<file path="src/rtl/fsr_pkg.sv">
package fsr_pkg;
    typedef enum logic [2:0] {
        ST_READ  = 3'd0,
        ST_PROG  = 3'd1,
        ST_ERASE = 3'd2,
        ST_SUSP  = 3'd3,
        ST_PSUSP = 3'd4,
        ST_GUARD = 3'd5
    } fsr_state_e;

    typedef struct packed {
        fsr_state_e st;
        logic       bit_tgt;
        logic       is_erase;
        logic       back_susp;
        logic       result;
        logic       res_ok;
        logic       to_read;
    } fsr_regs_t;
endpackage

</file>
<file path="src/rtl/fsr_guard_timer.sv">
module fsr_guard_timer #(
    parameter int PROG_LEN  = 1,
    parameter int ERASE_LEN = 100,
    localparam int CW = $clog2(ERASE_LEN + 1)
) (
    input  logic clk,
    input  logic rst_n,
    input  logic load_i,
    input  logic erase_i,
    output logic expired_o
);
    localparam logic [CW-1:0] P_LD = CW'(PROG_LEN - 1);
    localparam logic [CW-1:0] E_LD = CW'(ERASE_LEN - 1);

    logic [CW-1:0] cnt_d, cnt_q;

    always_comb begin
        cnt_d = cnt_q;
        if (load_i)
            cnt_d = erase_i ? E_LD : P_LD;
        else if (cnt_q != '0)
            cnt_d = cnt_q - 1'b1;
    end

    always_ff @(posedge clk or negedge rst_n) begin
        if (!rst_n) cnt_q <= '0;
        else        cnt_q <= cnt_d;
    end

    assign expired_o = (cnt_q == '0);

    assert_cnt_bound_R7: assert property (@(posedge clk) disable iff (!rst_n)
        cnt_q <= E_LD);
    assert_cnt_descends_R6: assert property (@(posedge clk) disable iff (!rst_n)
        (!load_i && cnt_q != '0) |=> (cnt_q == $past(cnt_q) - 1'b1));
endmodule

</file>
<file path="src/rtl/fsr_dq_mux.sv">
module fsr_dq_mux
    import fsr_pkg::*;
(
    input  fsr_state_e st_i,
    input  logic       bit_tgt_i,
    input  logic       is_erase_i,
    input  logic       result_i,
    input  logic       res_ok_i,
    input  logic       rd_i,
    input  logic       addr_ok_i,
    input  logic       limit_i,
    output logic       dq7_o,
    output logic       dq_valid_o,
    output logic       ry_by_n_o,
    output logic       dq5_o
);
    logic busy, val, avail;

    always_comb begin
        busy = 1'b0;
        val  = 1'b0;
        unique case (st_i)
            ST_READ:  val = result_i;
            ST_PROG:  begin busy = 1'b1; val = ~bit_tgt_i; end
            ST_PSUSP: begin busy = 1'b1; val = ~bit_tgt_i; end
            ST_ERASE: begin busy = 1'b1; val = 1'b0; end
            ST_SUSP:  val = 1'b1;
            ST_GUARD: begin busy = 1'b1; val = is_erase_i ? 1'b0 : ~bit_tgt_i; end
            default:  begin busy = 1'b0; val = 1'b0; end
        endcase
        avail      = (st_i != ST_READ) || res_ok_i;
        dq_valid_o = rd_i && addr_ok_i && avail;
        dq7_o      = dq_valid_o && val;
        ry_by_n_o  = ~busy;
        dq5_o      = busy && limit_i;
    end
endmodule

</file>
<file path="src/rtl/flash_status_responder.sv">
module flash_status_responder
    import fsr_pkg::*;
#(
    parameter int CLK_HZ = 50_000_000,
    localparam int PROG_LEN  = (CLK_HZ + 999_999) / 1_000_000,
    localparam int ERASE_LEN = (CLK_HZ + 9_999) / 10_000
) (
    input  logic clk,
    input  logic rst_n,
    input  logic start_i,
    input  logic op_erase_i,
    input  logic tgt_bit_i,
    input  logic prot_i,
    input  logic suspend_i,
    input  logic rd_i,
    input  logic addr_ok_i,
    input  logic done_i,
    input  logic limit_i,
    output logic dq7_o,
    output logic dq_valid_o,
    output logic ry_by_n_o,
    output logic to_read_o,
    output logic dq5_o
);
    fsr_regs_t r_d, r_q;
    logic      load, expired;

    always_comb begin
        r_d         = r_q;
        r_d.to_read = 1'b0;
        load        = 1'b0;
        unique case (r_q.st)
            ST_READ: begin
                if (start_i) begin
                    r_d.bit_tgt   = tgt_bit_i;
                    r_d.is_erase  = op_erase_i;
                    r_d.back_susp = 1'b0;
                    if (prot_i) begin
                        r_d.st = ST_GUARD;
                        load   = 1'b1;
                    end else begin
                        r_d.st = op_erase_i ? ST_ERASE : ST_PROG;
                    end
                end
            end
            ST_SUSP: begin
                if (start_i && !op_erase_i) begin
                    r_d.bit_tgt   = tgt_bit_i;
                    r_d.is_erase  = 1'b0;
                    r_d.back_susp = 1'b1;
                    if (prot_i) begin
                        r_d.st = ST_GUARD;
                        load   = 1'b1;
                    end else begin
                        r_d.st = ST_PSUSP;
                    end
                end else if (!suspend_i) begin
                    r_d.st = ST_ERASE;
                end
            end
            ST_PROG: begin
                if (done_i) begin
                    r_d.st      = ST_READ;
                    r_d.result  = r_q.bit_tgt;
                    r_d.res_ok  = 1'b1;
                    r_d.to_read = 1'b1;
                end
            end
            ST_PSUSP: begin
                if (done_i) begin
                    r_d.st     = ST_SUSP;
                    r_d.result = r_q.bit_tgt;
                    r_d.res_ok = 1'b1;
                end
            end
            ST_ERASE: begin
                if (done_i) begin
                    r_d.st      = ST_READ;
                    r_d.result  = 1'b1;
                    r_d.res_ok  = 1'b1;
                    r_d.to_read = 1'b1;
                end else if (suspend_i) begin
                    r_d.st = ST_SUSP;
                end
            end
            ST_GUARD: begin
                if (expired) begin
                    r_d.st      = r_q.back_susp ? ST_SUSP : ST_READ;
                    r_d.to_read = ~r_q.back_susp;
                end
            end
            default: r_d.st = ST_READ;
        endcase
    end

    always_ff @(posedge clk or negedge rst_n) begin
        if (!rst_n) begin
            r_q <= '{st: ST_READ, default: 1'b0};
        end else begin
            r_q <= r_d;
        end
    end

    fsr_guard_timer #(
        .PROG_LEN  (PROG_LEN),
        .ERASE_LEN (ERASE_LEN)
    ) u_timer (
        .clk       (clk),
        .rst_n     (rst_n),
        .load_i    (load),
        .erase_i   (op_erase_i),
        .expired_o (expired)
    );

    fsr_dq_mux u_mux (
        .st_i       (r_q.st),
        .bit_tgt_i  (r_q.bit_tgt),
        .is_erase_i (r_q.is_erase),
        .result_i   (r_q.result),
        .res_ok_i   (r_q.res_ok),
        .rd_i       (rd_i),
        .addr_ok_i  (addr_ok_i),
        .limit_i    (limit_i),
        .dq7_o      (dq7_o),
        .dq_valid_o (dq_valid_o),
        .ry_by_n_o  (ry_by_n_o),
        .dq5_o      (dq5_o)
    );

    assign to_read_o = r_q.to_read;

    assert_prog_busy_R2: assert property (@(posedge clk) disable iff (!rst_n)
        (r_q.st == ST_PROG) |-> !ry_by_n_o);
    assert_erase_zero_R3: assert property (@(posedge clk) disable iff (!rst_n)
        (r_q.st == ST_ERASE) |-> !dq7_o);
    assert_susp_ready_R4: assert property (@(posedge clk) disable iff (!rst_n)
        (r_q.st == ST_SUSP) |-> ry_by_n_o);
    assert_psusp_return_R5: assert property (@(posedge clk) disable iff (!rst_n)
        (r_q.st == ST_PSUSP && done_i) |=> (r_q.st == ST_SUSP && !to_read_o));
    assert_invalid_quiet_R8: assert property (@(posedge clk) disable iff (!rst_n)
        !dq_valid_o |-> !dq7_o);
    assert_read_pulse_R9: assert property (@(posedge clk) disable iff (!rst_n)
        to_read_o |=> !to_read_o);
    assert_start_ignored_R10: assert property (@(posedge clk) disable iff (!rst_n)
        (r_q.st == ST_PROG && !done_i) |=> (r_q.st == ST_PROG && r_q.bit_tgt == $past(r_q.bit_tgt)));
    assert_limit_ready_R11: assert property (@(posedge clk) disable iff (!rst_n)
        ry_by_n_o |-> !dq5_o);
endmodule

</file>
<file path="config.mk">
export PLATFORM = sky130hd
export DESIGN_NAME = flash_status_responder
export DESIGN_NICKNAME = d
export VERILOG_FILES = /design/src/rtl/fsr_pkg.sv /design/src/rtl/fsr_guard_timer.sv /design/src/rtl/fsr_dq_mux.sv /design/src/rtl/flash_status_responder.sv
export SDC_FILE = /design/constraint.sdc
export NUM_CORES = 1
export LEC_CHECK = 0
export ABC_AREA = 1
export BUFFER_PORTS_ARGS = -buffer_cell sky130_fd_sc_hd__buf_4
export CAP_MARGIN = 20
export CORE_MARGIN = 3
export CORE_UTILIZATION = 30
export DETAILED_ROUTE_END_ITERATION = 10
export PLACE_DENSITY_LB_ADDON = 0.1
export SYNTH_ARGS = -nofsm -noshare
export SYNTH_HDL_FRONTEND = slang
export SYNTH_HIERARCHICAL = 1
export SYNTH_SLANG_ARGS = --single-unit
</file>
<file path="constraint.sdc">
create_clock -name clk -period 3.8 [get_ports clk]
set_input_delay 0.76 -clock clk [delete_from_list [all_inputs] [get_ports clk]]
set_output_delay 0.76 -clock clk [all_outputs]
set_load 0.05 [all_outputs]
</file>
==> results.toml <==
[routing]
vias = 1438
drc = 0
final_antenna_net_count = 0
dr.pass1.iters = 4
via_per_inst = 4.536
drt_iter0_drc = 49
wl_per_cell_um = 11.50
wirelength_um = 3647

[cts]
root_buffer = "clkbuf_8"
cts_made_buffers = 3
ctsHoldBuffers = 0
cts_setup_buffers = 0
htree_levels = 1
tritoncts = "built"
cts.clk_slew.worst_paths_ns = 0.10
cts_sinks = 22
insertion_delay_ns = 0.27
cts_resized = 0
clockBufferDepth = 2

[place]
io_buffers = 15
gp_congestion = 0.8296
dp_hpwl_um = 2767
dp_cells = 313

[worst_setup_path]
reg2reg_to = "u_timer/cnt_q[4]$_DFFE_PN0P_"
crit_arrival_ns = 2.70
timing.rr.start = "r_q[7]$_DFFE_PN0P_"
r2r_slack_ns = 1.31
reg2reg_depth = 8
start_kind = "flip-flop"
crit_path_end_kind = "flip-flop"
critical_path_class = "reg -> reg"
crit_fanout = 12
cp_data_required_time_ns = 4.01

[synth]
synthesis.area_um2 = 1598
synth_cells = 232
synth_warnings = 6
synth_seq_cells = 22
synthArstFlopShare = 1.000
synth.avg_cell_area_um2 = 6.887
synth_top_area_frac = 0.3446
synthFlopType = "dfrtp_1"
synth_edf_count = 0
synth_top_cell_by_area = "dfrtp_1"
ys_types = 30
synth_seq_area_share = 0.3446
synth.area.top_cells = "dfrtp_1 (34%), nand2_1 (16%), inv_1 (8.2%)"
syn-num-nets = 245

[cells_and_area]
areaGrowthSynthToFinish_pct = 16.29
stdcell_count = 317
multi_input_area_um2 = 900.9
drive_gt1_frac = 0.1920
nets = 264
regArea_um2 = 550.5
n_fill_cell = 567
antennaDiodeCount = 0

[worst_hold_path]
worstHoldPathType = "in -> async"

[sta]
rsz0062_at_grt = "no"
layout_min_cycle_time_ns = 2.492
hold_violations = 0
slew_headroom = 0.4729
fmax_mhz = 401.3
tns_ns = 0
skew_ns = 0.007838
fin_crit_sh = 0.6558
max_slew.worst_pin.slew_ns = 0.7859
setup_violations = 0
report.final.slew_viol_count = 0

[floorplan]
ioPinCount = 16
die_h_um = 78.98
start_util = 0.3233
dieArea_um2 = 6238
coreArea_um2 = 4942
die_w_um = 78.98
rows = 25

[pwr]
worst_ir_drop_vdd_mv = 0.2395
p_per_area_nw_per_um2 = 820.9
p_leak_nw = 0.9822

[grt]
track_usage = 0.1235
grt_pass1_vias = 1306
grt_max_degree = 23
overflow = 0
grt_pass1_wl_um = 6168
antenna_found_initial = 0

[job]
maxCapViolCount = 0

[outcome]
status = "finished clean"
## cell families after synthesis
logic type,after synthesis,share of synthesized area
adder cells (fa/ha/maj),2,0.01566
AND/OR/NAND/NOR,146,0.4425
XOR/XNOR,6,0.03289
AO/OA/AOI/OAI,18,0.07283
buffers and inverters,38,0.09162
flip-flops,22,0.3446
## final cells by class
class | instances | share of cell area
Multi-Input combinational cell | 172 | 0.4848
Tap cell | 67 | 0.04512
Clock inverter | 1 | 0.01616
Inverter | 37 | 0.07475
Timing Repair Buffer | 15 | 0.06061
Sequential cell | 22 | 0.2963
Clock buffer | 3 | 0.02222
## critical path, cell delays in order, from the launching register on
cell and delay [ns]:
dfrtp_1 0.54, inv_1 0.16, nand2_1 0.10, nor2_1 0.21
a21oi_2 0.08, a211oi_1 0.64, inv_1 0.28, or2_2 0.36
nand2_1 0.07
## layout by cell type (no fill, tap or decap), types with 2 or more instances in the layout
cell and n:
o21ai_0 5, nor2_1 22, o21ai_1 5, clkbuf_8 3, nand3_2 2, xnor2_1 4, nor2_2 9, ha_1 2
dfrtp_1 22, nand2_1 70, a21oi_1 2, buf_4 15, inv_1 35, nand3_1 24, nand2_2 4, a21oi_2 2
nor2_4 7, nand3b_1 2, xor2_1 2
## synthesized netlist by cell type (2+ instances only)
cell / instances
nor2_4: 7
nand2_1: 70
dfrtp_1: 22
a21oi_2: 2
nand2_2: 4
nand3_2: 2
xnor2_1: 4
ha_1: 2
a21oi_1: 2
nor2_2: 9
nand3_1: 24
o21ai_0: 5
xor2_1: 2
o21ai_1: 5
nor2_1: 22
inv_1: 35
nand3b_1: 2
## through the flow
stage	worst slack, ns	power [mW]	cell area [um2]	hold WS, ns	utilization
2_1_floorplan	1.569	1.112	1598	0.4252	-
3_3_place_gp	1.226	1.307	1787	0.4517	0.3615
3_5_place_dp	1.090	1.298	1787	0.4513	0.3615
4_1_cts	1.280	1.536	1858	0.3881	0.3759
5_1_grt	1.060	1.671	1858	0.3898	0.3759
6_report	1.308	1.525	1858	0.3737	0.3759
## power breakdown
group          internal, mW  switching (mW)
clock                 0.141          0.0878
sequential            0.335           0.129
combinational         0.290           0.543
## registers in the layout (all words and copies together) (netlist names)
name and count:
u_timer/cnt_q 13, to_read_o 1, r_q 8
## worst max-delay path by stage
stage,cells past startpoint,startpoint,endpoint
floorplan,8,op_erase_i,u_timer/cnt_q[4]$_DFFE_PN0P_
CTS,9,r_q[7]$_DFFE_PN0P_,u_timer/cnt_q[0]$_DFFE_PN0P_
global placement,9,op_erase_i,u_timer/cnt_q[4]$_DFFE_PN0P_
finish,8,r_q[7]$_DFFE_PN0P_,u_timer/cnt_q[4]$_DFFE_PN0P_
detailed placement,10,op_erase_i,u_timer/cnt_q[0]$_DFFE_PN0P_
global route,9,r_q[7]$_DFFE_PN0P_,u_timer/cnt_q[0]$_DFFE_PN0P_
## layer usage
| layer | GRT usage | wire [um] | share of wire |
|---|---|---|---|
| met1 | 0.1854 | 1935 | 0.53 |
| met2 | 0.1835 | 1587 | 0.44 |
| met3 | 0.01927 | 102 | 0.028 |
| met4 | 0.03093 | 22 | 0.0060 |
| met5 | 0 | 0 | 0 |
No activity file was read; power rests on OpenSTA's default activity.
